<file path="src/rtl/lcd_rt_pkg.sv">
package lcd_rt_pkg;
  // status flag positions, decoded by the interrupt logic
  localparam int ST_VS  = 0;
  localparam int ST_DS  = 1;
  localparam int ST_LN  = 2;
  localparam int NUM_ST = 3;
  // sync polarity bit positions
  localparam int POL_H  = 0;
  localparam int POL_V  = 1;
  // bytes per pixel (16-bit colour)
  localparam int PIX_BYTES = 2;
  // number of counter-width timing fields held in the shadow set
  localparam int NUM_TFIELD = 9;
endpackage

</file>
<file path="src/rtl/lcd_rt_shadow.sv">
module lcd_rt_shadow #(
  parameter int W = 8
) (
  input  logic         clk,
  input  logic         rst_n,
  input  logic         load,
  input  logic [W-1:0] d,
  output logic [W-1:0] q
);
  logic [W-1:0] q_r;
  logic [W-1:0] q_nxt;

  always_comb begin
    q_nxt = q_r;
    if (load) q_nxt = d;
  end

  always_ff @(posedge clk or negedge rst_n) begin
    if (!rst_n)    q_r <= '0;
    else if (load) q_r <= q_nxt;
  end

  assign q = q_r;
endmodule

</file>
<file path="src/rtl/lcd_rt_axis.sv">
module lcd_rt_axis #(
  parameter int CW = 11
) (
  input  logic          clk,
  input  logic          rst_n,
  input  logic          adv,
  input  logic [CW-1:0] total,
  input  logic [CW-1:0] sync_end,
  input  logic [CW-1:0] act_start,
  input  logic [CW-1:0] act_len,
  output logic [CW-1:0] cnt,
  output logic [CW-1:0] cnt_nxt,
  output logic          at_end,
  output logic          in_sync,
  output logic          in_act
);
  logic [CW-1:0] cnt_q;
  logic [CW-1:0] cnt_wrap;
  logic [CW:0]   act_stop;
  logic [CW:0]   cnt_ext;

  always_comb begin
    at_end   = (cnt_q == total);
    cnt_wrap = at_end ? '0 : cnt_q + CW'(1);
    act_stop = {1'b0, act_start} + {1'b0, act_len};
    cnt_ext  = {1'b0, cnt_q};
    in_sync  = (cnt_q < sync_end);
    in_act   = (cnt_q >= act_start) && (cnt_ext < act_stop);
  end

  always_ff @(posedge clk or negedge rst_n) begin
    if (!rst_n)   cnt_q <= '0;
    else if (adv) cnt_q <= cnt_wrap;
  end

  assign cnt     = cnt_q;
  assign cnt_nxt = cnt_wrap;
endmodule

</file>
<file path="src/rtl/lcd_rt_status.sv">
module lcd_rt_status #(
  parameter int N = 3
) (
  input  logic         clk,
  input  logic         rst_n,
  input  logic [N-1:0] evt,
  input  logic [N-1:0] clr,
  input  logic [N-1:0] mask,
  output logic [N-1:0] flags,
  output logic         irq
);
  logic [N-1:0] st_q;
  logic [N-1:0] st_nxt;

  for (genvar gi = 0; gi < N; gi++) begin : g_flag
    assign st_nxt[gi] = evt[gi] | (st_q[gi] & ~clr[gi]);
  end

  always_ff @(posedge clk or negedge rst_n) begin
    if (!rst_n) st_q <= '0;
    else        st_q <= st_nxt;
  end

  assign flags = st_q;
  assign irq   = |(st_q & ~mask);
endmodule

</file>
<file path="src/rtl/lcd_rt_fetch.sv">
module lcd_rt_fetch #(
  parameter int CW        = 11,
  parameter int AW        = 20,
  parameter int PIX_BYTES = 2
) (
  input  logic          clk,
  input  logic          rst_n,
  input  logic          load,
  input  logic [AW-1:0] base,
  input  logic          step_en,
  input  logic [AW-1:0] step,
  input  logic          de,
  input  logic [CW-1:0] hcnt,
  input  logic [CW-1:0] hstart,
  output logic [AW-1:0] addr
);
  logic [AW-1:0] line_q;
  logic [AW-1:0] line_nxt;
  logic [AW-1:0] pix_off;
  logic          line_en;

  always_comb begin
    line_en  = load | step_en;
    line_nxt = load ? base : line_q + step;
    pix_off  = de ? AW'(hcnt - hstart) : '0;
    addr     = line_q + pix_off * AW'(PIX_BYTES);
  end

  always_ff @(posedge clk or negedge rst_n) begin
    if (!rst_n)       line_q <= '0;
    else if (line_en) line_q <= line_nxt;
  end
endmodule

</file>
<file path="src/rtl/lcd_raster_timer.sv">
module lcd_raster_timer
  import lcd_rt_pkg::*;
#(
  parameter int CW = 11,
  parameter int AW = 20
) (
  input  logic          clk,
  input  logic          rst_n,
  input  logic          cfg_gfx_en,
  input  logic [CW-1:0] cfg_hsync_end,
  input  logic [CW-1:0] cfg_hact_start,
  input  logic [CW-1:0] cfg_htotal,
  input  logic [CW-1:0] cfg_hact_len,
  input  logic [CW-1:0] cfg_vsync_end,
  input  logic [CW-1:0] cfg_vact_start,
  input  logic [CW-1:0] cfg_vtotal,
  input  logic [CW-1:0] cfg_vact_len,
  input  logic [CW-1:0] cfg_irq_line,
  input  logic [1:0]    cfg_sync_pol,
  input  logic [AW-1:0] cfg_fb_base,
  input  logic [AW-1:0] cfg_line_bytes,
  input  logic [2:0]    irq_mask,
  input  logic [2:0]    stat_clr,
  output logic          hsync,
  output logic          vsync,
  output logic          de,
  output logic [CW-1:0] cur_line,
  output logic [AW-1:0] fetch_addr,
  output logic [2:0]    status,
  output logic          irq
);
  localparam int SHW = NUM_TFIELD * CW + 2 + AW;

  // shadowed configuration
  logic [SHW-1:0] cfg_bus;
  logic [SHW-1:0] sh_bus;
  logic [CW-1:0]  sh_hse, sh_hds, sh_ht, sh_hnp;
  logic [CW-1:0]  sh_vse, sh_vds, sh_vt, sh_vnp, sh_iln;
  logic [1:0]     sh_pol;
  logic [AW-1:0]  sh_pitch;

  // first clock after reset loads the shadow set
  logic prime_q;
  logic sh_load;

  // counter results
  logic [CW-1:0] h_cnt, h_nxt, v_cnt, v_nxt;
  logic          h_end, h_sync, h_act;
  logic          v_end, v_sync, v_act;
  logic          frame_end;
  logic [NUM_ST-1:0] evt;

  assign cfg_bus = {cfg_line_bytes, cfg_sync_pol, cfg_irq_line, cfg_vact_len,
                    cfg_vtotal, cfg_vact_start, cfg_vsync_end, cfg_hact_len,
                    cfg_htotal, cfg_hact_start, cfg_hsync_end};
  assign {sh_pitch, sh_pol, sh_iln, sh_vnp, sh_vt, sh_vds, sh_vse, sh_hnp,
          sh_ht, sh_hds, sh_hse} = sh_bus;

  always_ff @(posedge clk or negedge rst_n) begin
    if (!rst_n) prime_q <= 1'b1;
    else        prime_q <= 1'b0;
  end

  assign frame_end = h_end & v_end;
  assign sh_load   = prime_q | frame_end;

  lcd_rt_shadow #(.W(SHW)) u_shadow (
    .clk   (clk),
    .rst_n (rst_n),
    .load  (sh_load),
    .d     (cfg_bus),
    .q     (sh_bus)
  );

  lcd_rt_axis #(.CW(CW)) u_haxis (
    .clk       (clk),
    .rst_n     (rst_n),
    .adv       (1'b1),
    .total     (sh_ht),
    .sync_end  (sh_hse),
    .act_start (sh_hds),
    .act_len   (sh_hnp),
    .cnt       (h_cnt),
    .cnt_nxt   (h_nxt),
    .at_end    (h_end),
    .in_sync   (h_sync),
    .in_act    (h_act)
  );

  lcd_rt_axis #(.CW(CW)) u_vaxis (
    .clk       (clk),
    .rst_n     (rst_n),
    .adv       (h_end),
    .total     (sh_vt),
    .sync_end  (sh_vse),
    .act_start (sh_vds),
    .act_len   (sh_vnp),
    .cnt       (v_cnt),
    .cnt_nxt   (v_nxt),
    .at_end    (v_end),
    .in_sync   (v_sync),
    .in_act    (v_act)
  );

  always_comb begin
    evt         = '0;
    evt[ST_VS]  = frame_end & ~prime_q;
    evt[ST_DS]  = h_end & (v_nxt == sh_vds) & ~prime_q;
    evt[ST_LN]  = h_end & (v_nxt == sh_iln) & ~prime_q;
  end

  lcd_rt_status #(.N(NUM_ST)) u_status (
    .clk   (clk),
    .rst_n (rst_n),
    .evt   (evt),
    .clr   (stat_clr),
    .mask  (irq_mask),
    .flags (status),
    .irq   (irq)
  );

  assign de       = cfg_gfx_en & h_act & v_act;
  assign hsync    = sh_pol[POL_H] ? h_sync : ~h_sync;
  assign vsync    = sh_pol[POL_V] ? v_sync : ~v_sync;
  assign cur_line = v_cnt;

  lcd_rt_fetch #(.CW(CW), .AW(AW), .PIX_BYTES(PIX_BYTES)) u_fetch (
    .clk     (clk),
    .rst_n   (rst_n),
    .load    (sh_load),
    .base    (cfg_fb_base),
    .step_en (h_end & v_act),
    .step    (sh_pitch),
    .de      (de),
    .hcnt    (h_cnt),
    .hstart  (sh_hds),
    .addr    (fetch_addr)
  );
endmodule

</file>
<file path="config.mk">
export PLATFORM = sky130hd
export DESIGN_NAME = lcd_raster_timer
export DESIGN_NICKNAME = d
export VERILOG_FILES = /design/src/rtl/lcd_rt_pkg.sv /design/src/rtl/lcd_rt_shadow.sv /design/src/rtl/lcd_rt_axis.sv /design/src/rtl/lcd_rt_status.sv /design/src/rtl/lcd_rt_fetch.sv /design/src/rtl/lcd_raster_timer.sv
export SDC_FILE = /design/constraint.sdc
export NUM_CORES = 1
export LEC_CHECK = 0
export CORE_AREA = 2 2 148 150
export CTS_CLUSTER_SIZE = 16
export DETAILED_ROUTE_END_ITERATION = 12
export DIE_AREA = 0 0 150 152
export PLACE_DENSITY = 0.87
export SLEW_MARGIN = 20
export SYNTH_ARGS = -nofsm -noshare
export SYNTH_HDL_FRONTEND = slang
export SYNTH_SLANG_ARGS = --single-unit
</file>
<file path="constraint.sdc">
create_clock -name clk -period 8.9 [get_ports clk]
set_input_delay 1.335 -clock clk [delete_from_list [all_inputs] [get_ports clk]]
set_output_delay 1.335 -clock clk [all_outputs]
set_load 0.03 [all_outputs]
</file>
==> reports/summary.txt, run 1 <==
Final wirelength = 28700 um
Vias per cell = 5.74
Max Transition Viols Final = 0
Hold Path Cell Cnt = 1
WS Path Type = flip-flop to primary output
Synthesized area = 11500 um2
Grt met3 use = 4.14%
Fillers = 1652
CP max stage delay = 0.68 ns
H-tree depth = 4
Min-Delay Path Class = flip-flop to flip-flop
FMAX = 0.120 GHz
Top cell type's share of synthesized area = 36.1%
Met2 usage = 44.0%
Largest net degree at the start of global routing = 98
Core area = 21400 um2
Final Critical Period = 8.36 ns
IO buf count = 187
Rows = 54
#FFs+latches synth = 167
CP startpoint kind = flip-flop
Worst rel slew slack = 32.0%
Final net count = 1593
First-pass GRT wire length = 47200 um
EDFF count, synth = 0
Distinct cells, synth = 70
CTS Buf Count = 17
Vias in the first global route = 9418
Synth Flop Type = dfrtp_1
Reg2Reg Depth = 20
TNS Setup = 0 ns
Cell area after layout = 14300 um2
Final setup fails = 0
Clock Path Buffers = 2
Clk root buf = clkbuf_16
RD Place Congestion = 0.891
Dpl ws = 0.510 ns
Proportion of layout cells with a drive suffix above 1 = 13.8%
Worst EP arrival = 7.03 ns
Worst-margin pin slew = 1.02 ns
Avg WL per Cell = 17.8 um
Largest cells by area after synthesis = dfrtp_1 36%, ha_1 13%, mux2_2 12%
Final hold vios = 0
Syn_nets = 1412
Slowest cell on crit path = clkdlybuf4s50_1
Hold buffers post-CTS = 0
Layout area overhead = 23.9%
MaxCap Viol Count = 0
Dpl hpwl = 21600 um
Final Skew = 0.0161 ns
Final Util = 66.8%
Sequential element share of the synthesized area = 36.3%
RSZ-0062 raised after global routing = no
Chip height = 152 um
IO Pins = 188
Post-route ant nets = 0
Starting DRC count in detailed routing = 534
Die Wd = 150 um
Final period util = 94.0%
CTS clk-pin slew, worst paths = 0.08 ns
Maximum VDD drop = 127 uV
Synth area leader = dfrtp_1
First-pass DRT Iterations = 6
Largest fanout on the critical path = 11
Cell area power density = 176 nW/um2
Gr ovfl total = 0
GR peak layer = met2
Diodes inserted = 0
Yosys warnings = 0
Post-CTS sizing = 0
Vias = 9224
Post-CTS Setup Bufs = 0
Setup crit end kind = primary output
Dominant cell by count in the synthesized netlist = dfrtp_1
FFs w/ async S/R, synth = 100%
Synth top cells by count = 166 x dfrtp_1, 123 x ha_1, 121 x mux2_2, 86 x nor2_1, 80 x xnor2_1
Syn Area/Cell = 10.2 um2
Starting Density = 54.0%
DRC Markers = 0
Footprint of the multi-input gates = 6920 um2
Total power = 2.51 mW
Gr usage total = 25.8%
CTS tree = built
Synth Instances = 1134
Num Clock Sinks = 167
M1 GR Usage = 33.9%
Lkg Pwr = 6.60 nW
Placement Cell Area = 13600 um2
Initial antenna violation count = 0
Clk_lat worst skew = 0.44 ns
CP required = 7.57 ns
Status = finished clean
Final Worst Setup Slack = 0.536 ns
FF+latch area = 4180 um2
Die area = 22800 um2
## worst max-delay path: cells and delay by family, from the launching register on
family,cells,cell delay [ns]
buf+inv,2,0.76
compound gates,14,2.07
flops,1,0.42
fa+ha+maj,4,1.19
simple gates,7,2.01
xor+xnor,1,0.15
## flip-flops by register name, summed over array words and instances (netlist names)
signal          cells
prime_q             1
u_haxis.cnt        11
u_vaxis.cnt        11
u_shadow.q        121
u_status.flags      3
u_fetch.line_q     20
## placed cells by master (no fill, tap or decap), types with 12 or more instances in the layout
| master | netlist | routed |
|---|---|---|
| mux2_2 | 121 | 121 |
| mux2i_1 | 19 | 19 |
| nand4_1 | 12 | 12 |
| nand2b_1 | 14 | 14 |
| nand2_1 | 42 | 41 |
| xor2_1 | 30 | 30 |
| a21oi_1 | 71 | 71 |
| xnor2_1 | 80 | 80 |
| o21ai_0 | 53 | 53 |
| a21o_1 | 30 | 30 |
| nor2_1 | 86 | 86 |
| clkbuf_16 | 0 | 17 |
| dfrtp_1 | 166 | 166 |
| nor3_1 | 18 | 17 |
| and3_1 | 12 | 12 |
| inv_1 | 78 | 78 |
| clkdlybuf4s50_1 | 0 | 182 |
| nand3_1 | 26 | 26 |
| ha_1 | 123 | 123 |
## final cells by class
cell class | instances | area share [%]
Timing Repair Buffer | 192 | 13.5
Tap cell | 280 | 2.46
Clock buffer | 17 | 2.98
Multi-Input combinational cell | 859 | 48.5
Inverter | 78 | 2.05
Clock inverter | 15 | 1.26
Sequential cell | 167 | 29.3
## per-layer routing
metal,share of wire [%],up-vias
li1,-,4407
met1,43,4475
met2,49,296
met3,5.7,46
met4,2.0,0
met5,0,-
## cells by family after synthesis
| logic type | synth area share, % |
|---|---|
| AND/OR/NAND/NOR | 10.3 |
| AO/OA/AOI/OAI | 12.9 |
| flip-flops | 36.3 |
| multiplexers | 13.9 |
| adder cells (fa/ha/maj) | 14.2 |
| XOR/XNOR | 8.36 |
| buffers and inverters | 4.00 |
| other | 0.0326 |
## final timing paths
| check | startpoint | to | slack [ns] |
|---|---|---|---|
| worst max-delay path | u_shadow.q[55]$_DFFE_PN0P_ | fetch_addr[11] | 0.54 |
| worst min-delay path | u_shadow.q[45]$_DFFE_PN0P_ | u_shadow.q[45]$_DFFE_PN0P_ | 0.51 |
| worst max register to register | u_shadow.q[55]$_DFFE_PN0P_ | u_fetch.line_q[19]$_DFFE_PN0P_ | 4.21 |
| worst min register to register | u_shadow.q[45]$_DFFE_PN0P_ | u_shadow.q[45]$_DFFE_PN0P_ | 0.51 |
| max in group asynchronous | rst_n | u_shadow.q[89]$_DFFE_PN0P_ | 6.48 |
| min in group asynchronous | rst_n | u_shadow.q[114]$_DFFE_PN0P_ | 0.97 |
## report_power, final
part           total [mW]  leakage [nW]  switching [mW]  internal (mW)
clock               0.760         0.290           0.357          0.403
combinational       0.815          4.33           0.406          0.410
sequential          0.937          1.98          0.0998          0.837
total                2.51          6.60           0.862           1.65
## metrics by stage
step	cells	hold slack (ns)
6_report	1608	0.511
5_1_grt	1608	0.524
4_1_cts	1608	0.512
3_5_place_dp	1576	0.495
3_3_place_gp	1576	0.489
2_1_floorplan	1134	0.479
(Power assumes the default switching activity.)
==> inputs of run 2 (changes only) <==
REMOVE_ABC_BUFFERS = 1   (was not set)
==> run 2 against run 1 <==
Register-to-register slack about the same. Sequential power decreased by 0.9%. Fmax decreased by 1.4%. Total power about the same. Count of clock-buffer cells in the layout increased by 4. Clock power about the same. Worst setup slack got worse by 0.12 ns. Core utilization about the same. Critical endpoint is now fetch_addr[18]. Non-clock buffer count increased by 1. Routed wire length decreased by 2.2%. Sequential cell count unchanged.
==> reports/summary.txt, run 2 (synthesis gave the netlist of run 1 again) <==
Maximum VDD drop = 106 uV (was 127 uV)
Proportion of layout cells with a drive suffix above 1 = 13.7% (was 13.8%)
Hold path endpoint = u_shadow.q[9]$_DFFE_PN0P_ (was u_shadow.q[45]$_DFFE_PN0P_)
Initial antenna violation count = 5 (was 0)
Vias per cell = 5.68 (was 5.74)
Slowest cell on crit path = clkdlybuf4s50_1 (unchanged)
Capturing point of the worst reg2reg path = u_fetch.line_q[19]$_DFFE_PN0P_ (unchanged)
Clk_lat worst skew = 0.44 ns (about the same)
Largest net degree at the start of global routing = 97 (was 98)
Hold path start = u_shadow.q[9]$_DFFE_PN0P_ (was u_shadow.q[45]$_DFFE_PN0P_)
Avg WL per Cell = 17.4 um (was 17.8 um)
Final net count = 1594 (was 1593)
Final setup fails = 0 (unchanged)
Final wirelength = 28000 um (was 28700 um)
Core area = 21400 um2 (unchanged)
Max reg flops = 121 (unchanged)
Starting Density = 54.0% (unchanged)
Final Critical Period = 8.48 ns (was 8.36 ns)
Hold Path Cell Cnt = 1 (unchanged)
Fillers = 1654 (was 1652)
Post-route ant nets = 0 (unchanged)
RD Place Congestion = 0.891 (about the same)
Min-Delay Path Class = flip-flop to flip-flop (unchanged)
First-pass DRT Iterations = 7 (was 6)
Gr ovfl total = 0 (unchanged)
MaxCap Viol Count = 0 (unchanged)
Reg2Reg Depth = 20 (unchanged)
Post-CTS Setup Bufs = 0 (unchanged)
Worst-margin pin slew = 0.899 ns (was 1.02 ns)
Status = finished clean (unchanged)
Chip height = 152 um (unchanged)
CTS Buf Count = 17 (unchanged)
Cell area power density = 176 nW/um2 (about the same)
CP max stage delay = 0.69 ns (was 0.68 ns)
Starting DRC count in detailed routing = 381 (was 534)
R2R Setup Slk = 4.20 ns (was 4.21 ns)
Clock Path Buffers = 2 (unchanged)
Placed Cells incl. Taps = 1577 (was 1576)
WP buf/inv = 2 (unchanged)
FMAX = 0.118 GHz (was 0.120 GHz)
Final Skew = 0.0150 ns (was 0.0161 ns)
Worst EP arrival = 7.15 ns (was 7.03 ns)
Worst R2R Start = u_shadow.q[55]$_DFFE_PN0P_ (unchanged)
CTS tree = built (unchanged)
CP delay by family, top = compound AO/OA/AOI/OAI gates (unchanged)
RSZ-0062 raised after global routing = no (unchanged)
Commonest non-fill, non-tap cells in the layout = 184 x clkdlybuf4s50_1, 166 x dfrtp_1, 123 x ha_1 (was 182 x clkdlybuf4s50_1, 166 x dfrtp_1, 123 x ha_1)
Worst rel slew slack = 40.0% (was 32.0%)
Layout area overhead = 23.9% (about the same)
CTS clk-pin slew, worst paths = 0.06 ns (was 0.08 ns)
Lkg Pwr = 6.59 nW (was 6.60 nW)
Setup crit end kind = primary output (unchanged)
Die Wd = 150 um (unchanged)
Footprint of the multi-input gates = 6920 um2 (about the same)
Clk root buf = clkbuf_16 (unchanged)
Hold WS = 0.504 ns (was 0.511 ns)
Die area = 22800 um2 (unchanged)
Rows = 54 (unchanged)
Gr usage total = 25.0% (was 25.8%)
Fin cells = 1612 (was 1608)
FF+latch area = 4180 um2 (unchanged)
First-pass GRT wire length = 45800 um (was 47200 um)
IO buf count = 187 (unchanged)
Final period util = 95.3% (was 94.0%)
Final hold vios = 0 (unchanged)
Num Clock Sinks = 167 (unchanged)
CP startpoint kind = flip-flop (unchanged)
WS Path Type = flip-flop to primary output (unchanged)
IO Pins = 188 (unchanged)
Vias = 9158 (was 9224)
Most common cell after layout, fill and taps aside = clkdlybuf4s50_1 (unchanged)
Max Transition Viols Final = 0 (unchanged)
TNS Setup = 0 ns (unchanged)
H-tree depth = 4 (unchanged)
DRC Markers = 0 (unchanged)
Largest fanout on the critical path = 5 (was 11)
Vias in the first global route = 9648 (was 9418)
Dpl hpwl = 21200 um (was 21600 um)
CP required = 7.57 ns (about the same)
[run 2: per-stage QoR]
stage	util, %	instance area [um2]	worst slack (ns)	power, mW
after floorplan	-	11400	1.58	1.50
after global placement	63.9	13600	0.731	1.71
after detailed placement	63.9	13600	0.441	1.75
after CTS	66.7	14200	0.0655	2.52
after global routing	66.8	14300	0.0140	2.67
final	66.8	14300	0.416	2.51
[run 2: report_power, final]
part           internal [mW]  switching, mW  total [mW]  leakage, nW
Clock                  0.434          0.326       0.760        0.287
Sequential             0.838         0.0913       0.929         1.98
Combinational          0.411          0.410       0.821         4.32
Total                   1.68          0.827        2.51         6.59
[run 2: worst max path at each step]
stage	slack, ns	to	cells past startpoint	startpoint
final	0.42	fetch_addr[18]	28	u_shadow.q[55]$_DFFE_PN0P_
after floorplan	1.58	fetch_addr[19]	29	u_shadow.q[11]$_DFFE_PN0P_
after global routing	0.01	fetch_addr[18]	28	u_shadow.q[55]$_DFFE_PN0P_
after CTS	0.07	fetch_addr[13]	30	u_shadow.q[55]$_DFFE_PN0P_
after detailed placement	0.44	fetch_addr[13]	30	u_shadow.q[55]$_DFFE_PN0P_
after global placement	0.73	fetch_addr[13]	31	u_shadow.q[11]$_DFFE_PN0P_
[run 2: layout make-up]
type	instances	area share, %
timing repair buffer	193	13.5
clock inverter	11	0.947
sequential	167	29.3
tap	280	2.45
antenna	3	0.0526
multi-input combinational	859	48.5
clock buffer	21	3.23
inverter	78	2.05
[run 2: what timing repair did]
item,CTS,global route
resized for setup,1,6
endpoints found under the hold margin,0,0
hold buffers,0,0
setup endpoints to repair,2,7
[run 2: layer usage]
metal,wire [um],vias to the layer above,part of all wire (%),track usage (%)
met1,11400,4419,41,29.4
li1,-,4399,-,-
met5,27,-,0.096,0
met4,713,4,2.5,8.18
met2,14100,271,50,44.3
met3,1790,65,6.4,6.34
==> inputs of run 3 (changes only) <==
MAX_ROUTING_LAYER = met4   (was not set)
==> run 3 against run 2 <==
Hold slack about the same. Non-clock buffer count unchanged. Combinational power about the same. Register-to-register slack got worse by 0.03 ns. Worst setup slack improved by 0.037 ns. Clock power is 2.6% lower. Cell area down 0.11%. Total power down 0.84%. Sequential power about the same. Critical endpoint unchanged. Largest cell class unchanged. Largest power group unchanged.
==> reports/summary.txt, run 3 (synthesis gave the netlist of run 1 again) <==
Avg WL per Cell = 17.3 um (was 17.4 um)
Final wirelength = 27800 um (was 28000 um)
RSZ-0062 raised after global routing = no (unchanged)
Commonest non-fill, non-tap cells in the layout = 184 x clkdlybuf4s50_1, 166 x dfrtp_1, 123 x ha_1 (unchanged)
Starting DRC count in detailed routing = 493 (was 381)
Final Critical Period = 8.45 ns (was 8.48 ns)
Initial antenna violation count = 4 (was 5)
FMAX = 0.118 GHz (about the same)
Core area = 21400 um2 (unchanged)
Starting Density = 54.0% (unchanged)
Layout area overhead = 23.8% (was 23.9%)
IO buf count = 187 (unchanged)
WS Path Type = flip-flop to primary output (unchanged)
Final Skew = 0.0111 ns (was 0.0150 ns)
Num Clock Sinks = 167 (unchanged)
Min-Delay Path Class = flip-flop to flip-flop (unchanged)
TNS Setup = 0 ns (unchanged)
Final period util = 94.9% (was 95.3%)
Rows = 54 (unchanged)
Max Transition Viols Final = 0 (unchanged)
First-pass GRT wire length = 45500 um (was 45800 um)
CP max stage delay = 0.68 ns (was 0.69 ns)
Post-CTS sizing = 0 (was 1)
Gr usage total = 25.6% (was 25.0%)
Vias in the first global route = 9522 (was 9648)
H-tree depth = 4 (unchanged)
Final net count = 1594 (unchanged)
Proportion of layout cells with a drive suffix above 1 = 13.8% (was 13.7%)
DRC Markers = 0 (unchanged)
CTS Buf Count = 17 (unchanged)
Dpl hpwl = 20800 um (was 21200 um)
CTS tree = built (unchanged)
Post-CTS Setup Bufs = 0 (unchanged)
Gr ovfl total = 0 (unchanged)
Fillers = 1641 (was 1654)
Worst-margin pin slew = 0.949 ns (was 0.899 ns)
First-pass DRT Iterations = 5 (was 7)
Cell area power density = 175 nW/um2 (was 176 nW/um2)
Die area = 22800 um2 (unchanged)
Final setup fails = 0 (unchanged)
Clk_lat worst skew = 0.43 ns (was 0.44 ns)
Final hold vios = 0 (unchanged)
Clock Path Buffers = 2 (unchanged)
CP required = 7.57 ns (about the same)
Largest fanout on the critical path = 5 (unchanged)
Vias per cell = 5.68 (about the same)
CP startpoint kind = flip-flop (unchanged)
Die Wd = 150 um (unchanged)
Worst rel slew slack = 36.7% (was 40.0%)
Final Util = 66.8% (about the same)
Max reg flops = 121 (unchanged)
Maximum VDD drop = 116 uV (was 106 uV)
MaxCap Viol Count = 0 (unchanged)
Clk root buf = clkbuf_16 (unchanged)
Hold buffers post-CTS = 0 (unchanged)
Chip height = 152 um (unchanged)
Lkg Pwr = 6.58 nW (was 6.59 nW)
Status = finished clean (unchanged)
Vias = 9163 (was 9158)
Setup crit end kind = primary output (unchanged)
Largest net degree at the start of global routing = 92 (was 97)
Post-route ant nets = 0 (unchanged)
CTS clk-pin slew, worst paths = 0.07 ns (was 0.06 ns)
Worst EP arrival = 7.11 ns (was 7.15 ns)
IO Pins = 188 (unchanged)
RD Place Congestion = 0.892 (was 0.891)
Most common cell after layout, fill and taps aside = clkdlybuf4s50_1 (unchanged)
Slowest cell on crit path = clkdlybuf4s50_1 (unchanged)
[run 3: through the flow]
step | total power [mW] | area [um2] | cells | setup WS (ns) | hold slack (ns)
finish | 2.49 | 14300 | 1613 | 0.452 | 0.504
global route | 2.65 | 14300 | 1613 | 0.0525 | 0.520
CTS | 2.49 | 14200 | 1609 | 0.0385 | 0.508
detailed placement | 1.74 | 13600 | 1577 | 0.535 | 0.493
global placement | 1.71 | 13600 | 1577 | 0.727 | 0.488
floorplan | 1.50 | 11400 | 1104 | 1.58 | 0.480
[run 3: per-layer routing]
metal,GRT usage [%],up-vias,part of all wire [%]
met4,8.27,0,2.1
met3,4.47,49,6.0
met1,30.7,4401,41
met5,-,-,0
met2,43.7,298,51
li1,-,4415,-
[run 3: worst paths after layout]
path	start	end	slack [ns]	cells past startpoint
setup / recovery	u_shadow.q[55]$_DFFE_PN0P_	fetch_addr[18]	0.45	28
hold / removal	u_shadow.q[3]$_DFFE_PN0P_	u_shadow.q[3]$_DFFE_PN0P_	0.50	1
setup reg to reg	u_shadow.q[55]$_DFFE_PN0P_	u_fetch.line_q[19]$_DFFE_PN0P_	4.17	20
hold reg to reg	u_shadow.q[3]$_DFFE_PN0P_	u_shadow.q[3]$_DFFE_PN0P_	0.50	1
max in group asynchronous	rst_n	u_shadow.q[55]$_DFFE_PN0P_	6.43	2
min in group asynchronous	rst_n	u_fetch.line_q[0]$_DFFE_PN0P_	1.01	1
[run 3: final cells by class]
| class | count | area [um2] | area share, % |
|---|---|---|---|
| well taps | 280 | 350 | 2.46 |
| diodes | 4 | 10.0 | 0.0702 |
| flip-flops and latches | 167 | 4180 | 29.3 |
| clock buffers | 19 | 443 | 3.11 |
| repair buffers | 193 | 1920 | 13.5 |
| inverters | 78 | 293 | 2.05 |
| multi-input cells | 859 | 6920 | 48.5 |
| clock inverters | 13 | 139 | 0.974 |
[run 3: power by group]
group / leakage, nW / total, mW / switching (mW) / internal (mW)
Combinational: 4.32 / 0.819 / 0.408 / 0.411
Clock: 0.285 / 0.740 / 0.337 / 0.403
Sequential: 1.98 / 0.930 / 0.0921 / 0.837
Total: 6.58 / 2.49 / 0.838 / 1.65
[run 3: worst max-delay path: cells and delay by family (launching register included)]
family,cells,cell delay [ns]
xor gates and xnor gates,1,0.17
DFF,1,0.45
and+or+nand+nor,7,1.73
buffers and inverters,2,0.75
AOI/OAI and AO/OA,14,2.47
adders and majority gates,4,1.10
